`src/rtl/sbt_pkg.sv`:
```
package sbt_pkg;
    typedef enum logic [1:0] {
        ST_IDLE  = 2'd0,
        ST_LEAD  = 2'd1,
        ST_SHIFT = 2'd2
    } sbt_state_e;
endpackage

```
`src/rtl/sbt_bitclk.sv`:
```
module sbt_bitclk #(
    parameter int HALF_DIV = 2
) (
    input  logic clk,
    input  logic rst_n,
    output logic phase,
    output logic rise_evt,
    output logic fall_evt
);
    localparam int DW = (HALF_DIV > 1) ? $clog2(HALF_DIV) : 1;
    localparam logic [DW-1:0] LAST = DW'(HALF_DIV - 1);

    logic [DW-1:0] div_cnt;
    logic          tick;

    assign tick     = (div_cnt == LAST);
    assign rise_evt = tick && !phase;
    assign fall_evt = tick && phase;

    always_ff @(posedge clk or negedge rst_n) begin
        if (!rst_n) begin
            div_cnt <= '0;
            phase   <= 1'b0;
        end else if (tick) begin
            div_cnt <= '0;
            phase   <= ~phase;
        end else begin
            div_cnt <= div_cnt + 1'b1;
        end
    end

    // the phase flips only at a divider wrap
    assert_phase_on_tick_R6: assert property (@(posedge clk) disable iff (!rst_n)
        !tick |=> $stable(phase));
endmodule

```
`src/rtl/sbt_stage.sv`:
```
module sbt_stage #(
    parameter int WORD_W      = 16,
    parameter int BURST_WORDS = 8
) (
    input  logic                          clk,
    input  logic                          rst_n,
    input  logic                          in_valid,
    input  logic [WORD_W-1:0]             in_data,
    input  logic                          busy,
    output logic                          load,
    output logic [WORD_W*BURST_WORDS-1:0] burst,
    output logic                          overrun
);
    localparam int BITS = WORD_W * BURST_WORDS;
    localparam int CW   = (BURST_WORDS > 1) ? $clog2(BURST_WORDS) : 1;
    localparam logic [CW-1:0] LAST = CW'(BURST_WORDS - 1);

    logic [WORD_W-1:0] held [BURST_WORDS-1];
    logic [CW-1:0]     cnt;
    logic              group_done;

    assign group_done = in_valid && (cnt == LAST);
    assign load       = group_done && !busy;

    for (genvar i = 0; i < BURST_WORDS - 1; i++) begin : g_pack
        assign burst[BITS-1-i*WORD_W -: WORD_W] = held[i];
    end
    assign burst[WORD_W-1:0] = in_data;

    always_ff @(posedge clk or negedge rst_n) begin
        if (!rst_n) begin
            cnt     <= '0;
            overrun <= 1'b0;
            for (int i = 0; i < BURST_WORDS - 1; i++) held[i] <= '0;
        end else if (in_valid) begin
            if (cnt == LAST) begin
                cnt <= '0;
                if (busy) overrun <= 1'b1;
            end else begin
                held[cnt] <= in_data;
                cnt       <= cnt + 1'b1;
            end
        end
    end

    assert_overrun_sticky_R9: assert property (@(posedge clk) disable iff (!rst_n)
        overrun |=> overrun);
    assert_drop_sets_flag_R9: assert property (@(posedge clk) disable iff (!rst_n)
        (group_done && busy) |=> overrun);
    assert_count_range_R8: assert property (@(posedge clk) disable iff (!rst_n)
        cnt <= LAST);
endmodule

```
`src/rtl/sbt_fsm.sv`:
```
module sbt_fsm
    import sbt_pkg::*;
#(
    parameter int WORD_W      = 16,
    parameter int BURST_WORDS = 8
) (
    input  logic                          clk,
    input  logic                          rst_n,
    input  logic                          mode_n,
    input  logic                          phase,
    input  logic                          rise_evt,
    input  logic                          fall_evt,
    input  logic                          load,
    input  logic [WORD_W*BURST_WORDS-1:0] burst,
    output logic                          ser_clk,
    output logic                          ser_data,
    output logic                          sel_n,
    output logic                          fsync,
    output logic                          busy
);
    localparam int BITS = WORD_W * BURST_WORDS;
    localparam int BW   = $clog2(BITS);
    localparam logic [BW-1:0] LAST_BIT = BW'(BITS - 1);

    sbt_state_e      state, nxt;
    logic [BITS-1:0] shreg;
    logic [BW-1:0]   bit_cnt;
    logic            pending, gate, frame_q;
    logic            spi_go, frm_go;

    assign spi_go  = rise_evt && pending && !mode_n;
    assign frm_go  = fall_evt && pending && mode_n;
    assign busy    = pending || (state != ST_IDLE);
    assign ser_clk = frame_q ? phase : (phase & gate);

    always_comb begin
        nxt = state;
        unique case (state)
            ST_IDLE:  if (spi_go) nxt = ST_LEAD;
                      else if (frm_go) nxt = ST_SHIFT;
            ST_LEAD:  if (fall_evt) nxt = ST_SHIFT;
            ST_SHIFT: if (fall_evt && bit_cnt == LAST_BIT) nxt = ST_IDLE;
            default:  nxt = ST_IDLE;
        endcase
    end

    always_ff @(posedge clk or negedge rst_n) begin
        if (!rst_n) state <= ST_IDLE;
        else        state <= nxt;
    end

    always_ff @(posedge clk or negedge rst_n) begin
        if (!rst_n) begin
            shreg    <= '0;
            bit_cnt  <= '0;
            pending  <= 1'b0;
            gate     <= 1'b0;
            frame_q  <= 1'b0;
            ser_data <= 1'b0;
            sel_n    <= 1'b1;
            fsync    <= 1'b0;
        end else begin
            if (load) begin
                shreg   <= burst;
                pending <= 1'b1;
            end
            unique case (state)
                ST_IDLE: begin
                    if (fall_evt) frame_q <= mode_n;
                    if (spi_go) begin
                        sel_n   <= 1'b0;
                        frame_q <= 1'b0;
                        pending <= 1'b0;
                    end else if (frm_go) begin
                        fsync    <= 1'b1;
                        ser_data <= shreg[BITS-1];
                        shreg    <= shreg << 1;
                        bit_cnt  <= '0;
                        pending  <= 1'b0;
                    end
                end
                ST_LEAD: if (fall_evt) begin
                    gate     <= 1'b1;
                    ser_data <= shreg[BITS-1];
                    shreg    <= shreg << 1;
                    bit_cnt  <= '0;
                end
                ST_SHIFT: if (fall_evt) begin
                    fsync <= 1'b0;
                    if (bit_cnt == LAST_BIT) begin
                        gate     <= 1'b0;
                        sel_n    <= 1'b1;
                        ser_data <= 1'b0;
                    end else begin
                        ser_data <= shreg[BITS-1];
                        shreg    <= shreg << 1;
                        bit_cnt  <= bit_cnt + 1'b1;
                    end
                end
                default: ;
            endcase
        end
    end

    assert_desel_clk_low_R3: assert property (@(posedge clk) disable iff (!rst_n)
        (!frame_q && sel_n) |-> !ser_clk);
    assert_data_stable_high_R5: assert property (@(posedge clk) disable iff (!rst_n)
        ($past(ser_clk) && ser_clk) |-> $stable(ser_data));
    assert_fsync_bit0_R7: assert property (@(posedge clk) disable iff (!rst_n)
        fsync |-> (state == ST_SHIFT && bit_cnt == '0 && frame_q));
    assert_no_sel_in_frame_R6: assert property (@(posedge clk) disable iff (!rst_n)
        frame_q |-> sel_n);
    assert_idle_data_low_R10: assert property (@(posedge clk) disable iff (!rst_n)
        (state == ST_IDLE && !fsync) |-> !ser_data);
endmodule

```
`src/rtl/serial_burst_tx.sv`:
```
module serial_burst_tx #(
    parameter int WORD_W      = 16,
    parameter int BURST_WORDS = 8,
    parameter int HALF_DIV    = 2
) (
    input  logic              clk,
    input  logic              rst_n,
    input  logic              spi_sel_n,
    input  logic              word_valid,
    input  logic [WORD_W-1:0] word_data,
    output logic              ser_clk,
    output logic              ser_data,
    output logic              sel_n,
    output logic              fsync,
    output logic              overrun
);
    localparam int BITS = WORD_W * BURST_WORDS;

    logic            phase, rise_evt, fall_evt;
    logic            load, busy;
    logic [BITS-1:0] burst;

    sbt_bitclk #(.HALF_DIV(HALF_DIV)) u_clk (
        .clk(clk), .rst_n(rst_n), .phase(phase),
        .rise_evt(rise_evt), .fall_evt(fall_evt)
    );

    sbt_stage #(.WORD_W(WORD_W), .BURST_WORDS(BURST_WORDS)) u_stage (
        .clk(clk), .rst_n(rst_n), .in_valid(word_valid), .in_data(word_data),
        .busy(busy), .load(load), .burst(burst), .overrun(overrun)
    );

    sbt_fsm #(.WORD_W(WORD_W), .BURST_WORDS(BURST_WORDS)) u_fsm (
        .clk(clk), .rst_n(rst_n), .mode_n(spi_sel_n), .phase(phase),
        .rise_evt(rise_evt), .fall_evt(fall_evt), .load(load), .burst(burst),
        .ser_clk(ser_clk), .ser_data(ser_data), .sel_n(sel_n),
        .fsync(fsync), .busy(busy)
    );
endmodule

```
`config.mk`:
```
export PLATFORM = sky130hd
export DESIGN_NAME = serial_burst_tx
export DESIGN_NICKNAME = d
export VERILOG_FILES = /design/src/rtl/sbt_pkg.sv /design/src/rtl/sbt_bitclk.sv /design/src/rtl/sbt_stage.sv /design/src/rtl/sbt_fsm.sv /design/src/rtl/serial_burst_tx.sv
export SDC_FILE = /design/constraint.sdc
export NUM_CORES = 1
export LEC_CHECK = 0
export BUFFER_PORTS_ARGS = -buffer_cell sky130_fd_sc_hd__buf_2
export CAP_MARGIN = 40
export CORE_UTILIZATION = 35
export DETAILED_ROUTE_END_ITERATION = 7
export PLACE_DENSITY = 0.53
export SLEW_MARGIN = 20
export SYNTH_ARGS = -nofsm -noshare
export SYNTH_HDL_FRONTEND = slang
export SYNTH_HIERARCHICAL = 1
export SYNTH_SLANG_ARGS = --single-unit
```
`constraint.sdc`:
```
create_clock -name clk -period 2.15 [get_ports clk]
set_input_delay 0.1075 -clock clk [delete_from_list [all_inputs] [get_ports clk]]
set_output_delay 0.1075 -clock clk [all_outputs]
set_load 0.005 [all_outputs]
```
# After elaboration in Yosys (flattened, before gate mapping)
# Cells that the tools add are included.
# word_totals
register_bits	261
input_bits	20
output_inout_bits	5
word_cells	119
# op_classes
n_addsub	3
n_lt_le_gt_ge	2
eq_ne	13
mux	48
bitwise	4
n_reduce_logical	29
# ops
cell	count
128-bit 2-to-1 mux	6
128-bit one-hot mux with 3 select lines	1
112-bit bitwise mux	1
16-bit demux with 3-bit select	1
7-bit 2-to-1 mux	5
1-bit 2-to-1 mux	22
7-bit one-hot mux with 3 select lines	1
16-bit 2-to-1 mux	1
2-bit by 1-bit inequality test with 1-bit output, second input constant	6
4-bit AND reduction	3
1-bit logical AND	10
2-bit 2-to-1 mux	4
2-bit nonzero test	4
7-bit by 1-bit adder with 7-bit output, second input constant	1
7-bit == test, second input constant	1
1-bit one-hot mux with 2 select lines	3
2-bit one-hot mux with 3 select lines	1
3-bit AND reduction	2
6-bit AND reduction	1
5-bit AND reduction	1
4-bit >= comparator, second input constant	1
4-bit by 1-bit less-than comparator with 1-bit output, second input constant	1
2-bit inequality test, second input constant	2
3-bit NOT with 4-bit output	1
15 further kinds	19

# Logic depth before layout (Yosys ltp)
# Gate-level depths: netlist of the first run.
# logic_depth
depth_word	8
mapped_depth	9
mapped_depth_nobuf	6

# Hierarchy
# The synthesis of the first run kept the hierarchy.
# by_module_without_submodules
mod	instances	cells_per_inst	area_each_um2	seq_area_each_um2
sbt_fsm	1	641	7325.8	3579.7
sbt_stage	1	272	4539.4	2902.8
sbt_bitclk	1	6	78.8	50.0

# Worst setup path after synthesis of the first run
# OpenSTA, ideal clock, no wires.
# synth_timing
path_type	register to register
from	reg u_stage.cnt[1]
to	reg u_stage.held, in the netlist u_stage/burst[69]
setup_ns	0.125
t_arrival_ns	2.027
t_required_ns	2.025
setup_slack_ns	-0.002
path_stages_with_launch	7
n_path_buf	1
synth_period_minus_slack_ns	2.152
path_cell_list	dfrtp_1 ha_1 ha_1 nand3b_1 nor3b_2 buf_6 mux2_2
# synth_via
elab_chain_cells	6
word_cells_on_any_way	10
classes_between	order compare (2); eq/ne (1); mux (3); bitwise (2); reduce/logical (2)
# synth_rtl
element	line_no	rtl
from (decl)	sbt_stage.sv:19	logic [CW-1:0] cnt;
from (signal assigned)	sbt_stage.sv:41	cnt <= cnt + 1'b1;
3-bit NOT with 4-bit output (implied by the code)	sbt_stage.sv:40	held[cnt] <= in_data;
4-bit >= comparator (implied by the code) or 4-bit by 1-bit less-than comparator with 1-bit output (tied branches)	sbt_stage.sv:40	
1-bit logical AND (implied by the code)	sbt_stage.sv:40	
16-bit 2-to-1 mux (implied by the code)	sbt_stage.sv:40	
16-bit demux with 3-bit select	sbt_stage.sv:40	
112-bit bitwise mux	sbt_stage.sv:40	
to (signal, indexed assignment)	sbt_stage.sv:40	
to (decl)	sbt_stage.sv:18	logic [WORD_W-1:0] held [BURST_WORDS-1];
# Several ways; a longest one is shown, not always the timed one.
# A chain may end at the register's enable or synchronous reset.

# Worst setup path in the final report of the first run
# layout_timing
from	reg u_stage.cnt[0]
to	reg u_stage.held, in the netlist u_stage/burst[77]
# Same word-level chain as after synthesis.

==> impl_metrics.tcl, run 1 <==
set metrics [dict create \
    outcome "completed" \
    r2r-start "u_stage/cnt[0]" \
    crit_top_cell "ha_1" \
    synth_seq_area_share_pct 54.7 \
    dr_wl_met3_um 698 \
    synth.top_cell.area_share_pct 54.5 \
    drc 0 \
    synth.distinct_cells 50 \
    grtUsageTotal_pct 15.2 \
    clk_pin_slew_ns 0.06 \
    crit_start "u_stage/cnt[0]" \
    critPathMaxFanout 16 \
    grt_max_degree 119 \
    drive_above_1_share_pct 25.1 \
    gp_congestion 0.729 \
    power_leakage_nw 5.60 \
    first_iter_violations 407 \
    cts_buffers 29 \
    initial_utilization_pct 35.6 \
    fin_crit_sh_pct 94.2 \
    drt_pass1_iterations 4 \
    overflow 0 \
    ctsResizeCount 0 \
    row_count 67 \
    synth_top_area_cell "dfrtp_1" \
    multi_input_area_mm2 0.00494 \
    worstMarginPinSlew_ns 0.608 \
    hold_path.class "primary input to flop" \
    synthArstFlopShare_pct 100 \
    cp-start-kind "flop" \
    yosys-top-cells-count "dfrtp_1 (260), mux2i_1 (256), nand2_1 (138), mux2_2 (115), clkbuf_1 (27)" \
    ant_nets 0 \
    synth-edff-count 0 \
    syn-cell-area_mm2 0.0119 \
    peakVddDrop_mv 0.728 \
    die_h_um 187 \
    end_kind "flop" \
    rsz0062_at_grt "no" \
    period_needed_ns 2.02 \
    path_delay_family "simple AND/OR/NAND/NOR gates" \
    clkSinkCount 261 \
    fillers 3237 \
    wl_per_cell_um 18.1 \
    critPathSlowestCell "dfrtp_1" \
    viasPerCell 4.85 \
    maxCapViolations 0 \
    synthFlopType "dfrtp_1" \
    slew_headroom_pct 59.4 \
    design_area_mm2 0.0139 \
    synth_cells 919 \
    p_per_area_mw_per_mm2 1210 \
    core_mm2 0.0335 \
    port_buffers 24 \
    ys_seq_elements 261 \
    clk_path_buf_depth 3 \
    via_count 6976 \
    grt_pass1_vias 7606 \
    totalWireLength_um 26000 \
    dpl-instance-area_mm2 0.0128 \
    dp.final_hpwl_um 15800 \
    cp_num_buf_inv 1 \
    crit_arrival_ns 2.45 \
    crit_chain "ha_1 > ha_1 > nand3b_1 > nor3b_4 > buf_12 > mux2_2" \
    finalSetupViolations 0 \
    clock.fmax_mhz 494 \
    crit_type "flop to flop" \
    whs_ns 0.0192 \
    synth_area_per_cell_um2 13.0 \
    layout.nets 989 \
    post-place-ws_ns 0.126 \
    final-seq-area_mm2 0.00653 \
    setup_slack_ns 0.125 \
    hold_viol_final 0 \
    clockRootBuffer "clkbuf_16" \
    synth.area.top_cells "dfrtp_1 (54%), mux2i_1 (21%), mux2_2 (11%), nand2_1 (4.3%), buf_6 (1.7%)" \
    antenna_found_initial 1 \
    clk_latency_ns 0.55 \
    die_x_um 187 \
    drv_slew 0 \
    crit_path_max_incr_delay_ns 0.38 \
    wl_met1_um 13000 \
    ioPinCount 25 \
    ctsHtreeMaxLevel 1 \
    cts_tree "done" \
    highest_layer "met4" \
    yosysWarningCount 6 \
    yosysMostFrequentCell "dfrtp_1" \
    min_from "word_data[1]" \
    area_growth_pct 16.4 \
    grt_pass1_wl_um 42800 \
    cp.required_ns 2.58 \
    route.met2.wl_um 11800 \
    skew_ns 0.00849 \
    synth_nets 942 \
    die-area_mm2 0.0349 \
]
## metrics by stage
| stage | setup TNS, ns | total power, mW | std cells | utilization, % |
|---|---|---|---|---|
| final | 0 | 16.9 | 1437 | 41.5 |
| after global routing | 0 | 18.0 | 1437 | 41.5 |
| after CTS | 0 | 17.1 | 1436 | 41.5 |
| after detailed placement | 0 | 12.1 | 1368 | 38.2 |
| after global placement | 0 | 12.0 | 1368 | 38.2 |
| after floorplan | -0.0160 | 10.8 | 919 | - |
## repair_timing
item                      4_1_cts  5_1_grt
hold buffers                   15        0
setup buffers                   0        0
hold endpoints to repair      299        0
## cell usage in the layout, fill, tap and decap left out, types with 4 or more instances in the layout
master / synthesis / final
nand3_1: 4 / 4
a21oi_1: 6 / 6
dfrtp_1: 260 / 260
clkbuf_16: 0 / 29
inv_1: 5 / 5
mux2i_1: 256 / 256
buf_12: 0 / 21
nor2_1: 8 / 7
mux2_2: 115 / 115
nand2_1: 138 / 137
dlygate4sd3_1: 0 / 15
clkbuf_1: 27 / 10
clkbuf_8: 1 / 12
o21ai_0: 7 / 7
buf_4: 17 / 27
buf_2: 8 / 23
## flip-flops by register name, indices dropped and copies added, names as in the netlist, 2 cells and up
name	count
u_fsm/shreg	128
u_stage/burst	112
u_fsm/bit_cnt	7
u_stage/cnt	3
u_fsm/state	2
## per-layer routing
layer  track usage, %  up-vias
li1                 -     3292
met1             21.6     3587
met2             24.7       63
met3             2.09       34
met4             3.69        0
met5                0        -
## power by group
| group | total, mW | switching, mW | internal [mW] |
|---|---|---|---|
| Combinational | 3.97 | 1.74 | 2.23 |
| Clock | 4.87 | 1.97 | 2.89 |
| Sequential | 8.04 | 1.10 | 6.95 |
## final timing paths
kind                                     end  slack, ns  cells after the start
min                        u_stage/burst[17]       0.02                      2
min in group asynchronous  u_stage/burst[99]       0.11                      2
min reg2reg                    u_clk/div_cnt       0.47                      1
max in group asynchronous  u_stage/burst[59]       1.21                      3
max reg2reg                u_stage/burst[77]       0.13                      6
max                        u_stage/burst[77]       0.13                      6
## area by class of cell
cell class / instances / area share [%]
antenna: 1 / 0.0180
tap: 448 / 4.03
clock inverter: 2 / 0.117
inverter: 5 / 0.135
clock buffer: 51 / 6.68
multi-input combinational: 582 / 35.5
timing repair buffer: 87 / 6.50
sequential: 261 / 47.0
## cell families (layout without fill, tap and decap cells)
family / after synthesis / count (layout) / synth area share (%)
and+or+nand+nor: 177 / 177 / 6.61
DFF: 261 / 261 / 54.7
xor gates and xnor gates: 1 / 1 / 0.0733
other: 0 / 1 / 0
muxes: 371 / 371 / 32.3
AOI/OAI and AO/OA: 30 / 30 / 1.79
adders and majority gates: 3 / 3 / 0.314
buffers and inverters: 76 / 145 / 4.22
No activity file was read; power rests on OpenSTA's default activity.
==> run 2: changes to the inputs <==
Settings changed: CELL_PAD_IN_SITES_DETAIL_PLACEMENT set to 0, CELL_PAD_IN_SITES_GLOBAL_PLACEMENT set to 1, PLACE_DENSITY 0.53 to 0.61.
==> impl_metrics.tcl, run 2 (synthesis gave the netlist of run 1 again) <==
set metrics [dict create \
    outcome "completed" \
    ctsHtreeMaxLevel 1 \
    cts_buffers 29 \
    cp.required_ns 2.60 \
    ioPinCount 25 \
    clk_path_buf_depth 3 \
    instances_no_fill 1445 \
    power_frac_seq_pct 46.3 \
    largest_reg_flops 128 \
    period_needed_ns 2.04 \
    port_buffers 24 \
    grt_pass1_vias 7484 \
    grtUsageTotal_pct 15.2 \
    core_mm2 0.0335 \
    num_antenna_cells 0 \
    finalSetupViolations 0 \
    slew_headroom_pct 57.4 \
    swShare_pct 27.7 \
    grt_max_degree 128 \
    p_per_area_mw_per_mm2 1230 \
    fillers 3170 \
    drive_above_1_share_pct 26.2 \
    p_comb_share_pct 22.8 \
    pwr-share-clk_pct 31.0 \
    r2r.worst_path.cells 7 \
    overflow 0 \
    power_leakage_nw 5.72 \
    crit_type "flop to flop" \
    met3_usage_pct 1.81 \
    totalPowerFinal_mw 17.4 \
    cts_tree "done" \
    layout.nets 998 \
    clk_pin_slew_ns 0.06 \
    critPathMaxFanout 15 \
    row_count 67 \
    grt_pass1_wl_um 42600 \
    ant_nets 0 \
    wl_per_cell_um 17.8 \
    fin_crit_sh_pct 94.8 \
    area_growth_pct 18.1 \
    drt_pass1_iterations 4 \
    use_met2_pct 24.8 \
    initial_utilization_pct 35.6 \
    die-area_mm2 0.0349 \
    dpl-instance-area_mm2 0.0129 \
    dp.final_hpwl_um 16000 \
    end_kind "flop" \
    largest_register "u_fsm/shreg" \
    crit_arrival_ns 2.49 \
    worstMarginPinSlew_ns 0.640 \
    clk_latency_ns 0.55 \
    hold_path.class "primary input to async pin" \
    antenna_found_initial 0 \
    layout_common_cells "dfrtp_1 (260), mux2i_1 (256), nand2_1 (137), mux2_2 (115), buf_4 (30)" \
    via_count 7032 \
    clkSinkCount 261 \
    use_met1_pct 21.6 \
    dp_cells 1373 \
    rsz0062_at_grt "no" \
    design_area_mm2 0.0141 \
    layout_commonest_cell "dfrtp_1" \
    viasPerCell 4.87 \
    postLayoutCoreUtil_pct 42.1 \
    top_usage_layer "met2" \
    p_switching_mw 4.81 \
    skew_ns 0.00734 \
    hold_viol_final 0 \
    gp_congestion 0.712 \
    die_x_um 187 \
    cp-start-kind "flop" \
    clockRootBuffer "clkbuf_16" \
    die_h_um 187 \
    drv_slew 0 \
    clock.fmax_mhz 491 \
    finalSetupTns_ns 0 \
    peakVddDrop_mv 0.647 \
    maxCapViolations 0 \
    totalWireLength_um 25800 \
    first_iter_violations 293 \
    internal-power_mw 12.6 \
    drc 0 \
]
==> run 2: cell type report <==
type                            count  area, µm²  share of cell area, %
Sequential cell                   261       6530                   46.3
Clock buffer                       38        820                   5.81
Timing Repair Buffer               96       1010                   7.13
Inverter                            5       18.8                  0.133
Clock inverter                     15        229                   1.62
Tap cell                          448        561                   3.98
Multi-Input combinational cell    582       4930                   35.0
==> run 2: worst paths after layout <==
path,slack (ns),startpoint,end
worst min register to register,0.48,u_stage/overrun,u_stage/overrun
worst max register to register,0.11,u_fsm/bit_cnt[0],u_fsm/shreg[65]
min in group clk,0.44,spi_sel_n,u_fsm/frame_q
max in group asynchronous,1.29,rst_n,u_stage/burst[112]
worst min-delay path,0.11,rst_n,u_clk/div_cnt
worst max-delay path,0.11,u_fsm/bit_cnt[0],u_fsm/shreg[65]
==> run 2: metal layers <==
| metal | wire length, µm | vias up |
|---|---|---|
| met4 | 525 | 0 |
| met1 | 12600 | 3618 |
| met3 | 504 | 37 |
| li1 | - | 3318 |
| met2 | 12100 | 59 |
| met5 | 0 | - |
==> run 2: critical path, cell delays in order (launching register included) <==
cell and delay (ns):
dfrtp_1 0.40, ha_1 0.24, and3_1 0.23, and3_2 0.27, nor2_4 0.16, buf_12 0.20, buf_12 0.17, mux2i_1 0.24
==> run 2: power by group through the flow <==
stage,Clock (mW),Combinational (mW),Sequential [mW]
finish,5.38,3.95,8.04
global route,5.75,4.43,8.30
CTS,5.56,4.04,8.06
detailed placement,0,4.00,8.13
global placement,0,3.90,8.11
floorplan,0,2.98,7.79
==> run 2: what timing repair did <==
item,in CTS,in global routing
setup endpoints to repair,0,2
resized for setup,0,1
hold buffers,19,0
endpoints found under the hold margin,312,0
buffers inserted,0,0
==> run 2: through the flow <==
| stage | hold WS, ns | setup slack, ns |
|---|---|---|
| floorplan | -0.188 | -0.00160 |
| global placement | 0.109 | 0.140 |
| detailed placement | 0.110 | 0.104 |
| CTS | 0.127 | 0.0720 |
| global route | 0.167 | 0.00125 |
| finish | 0.107 | 0.112 |
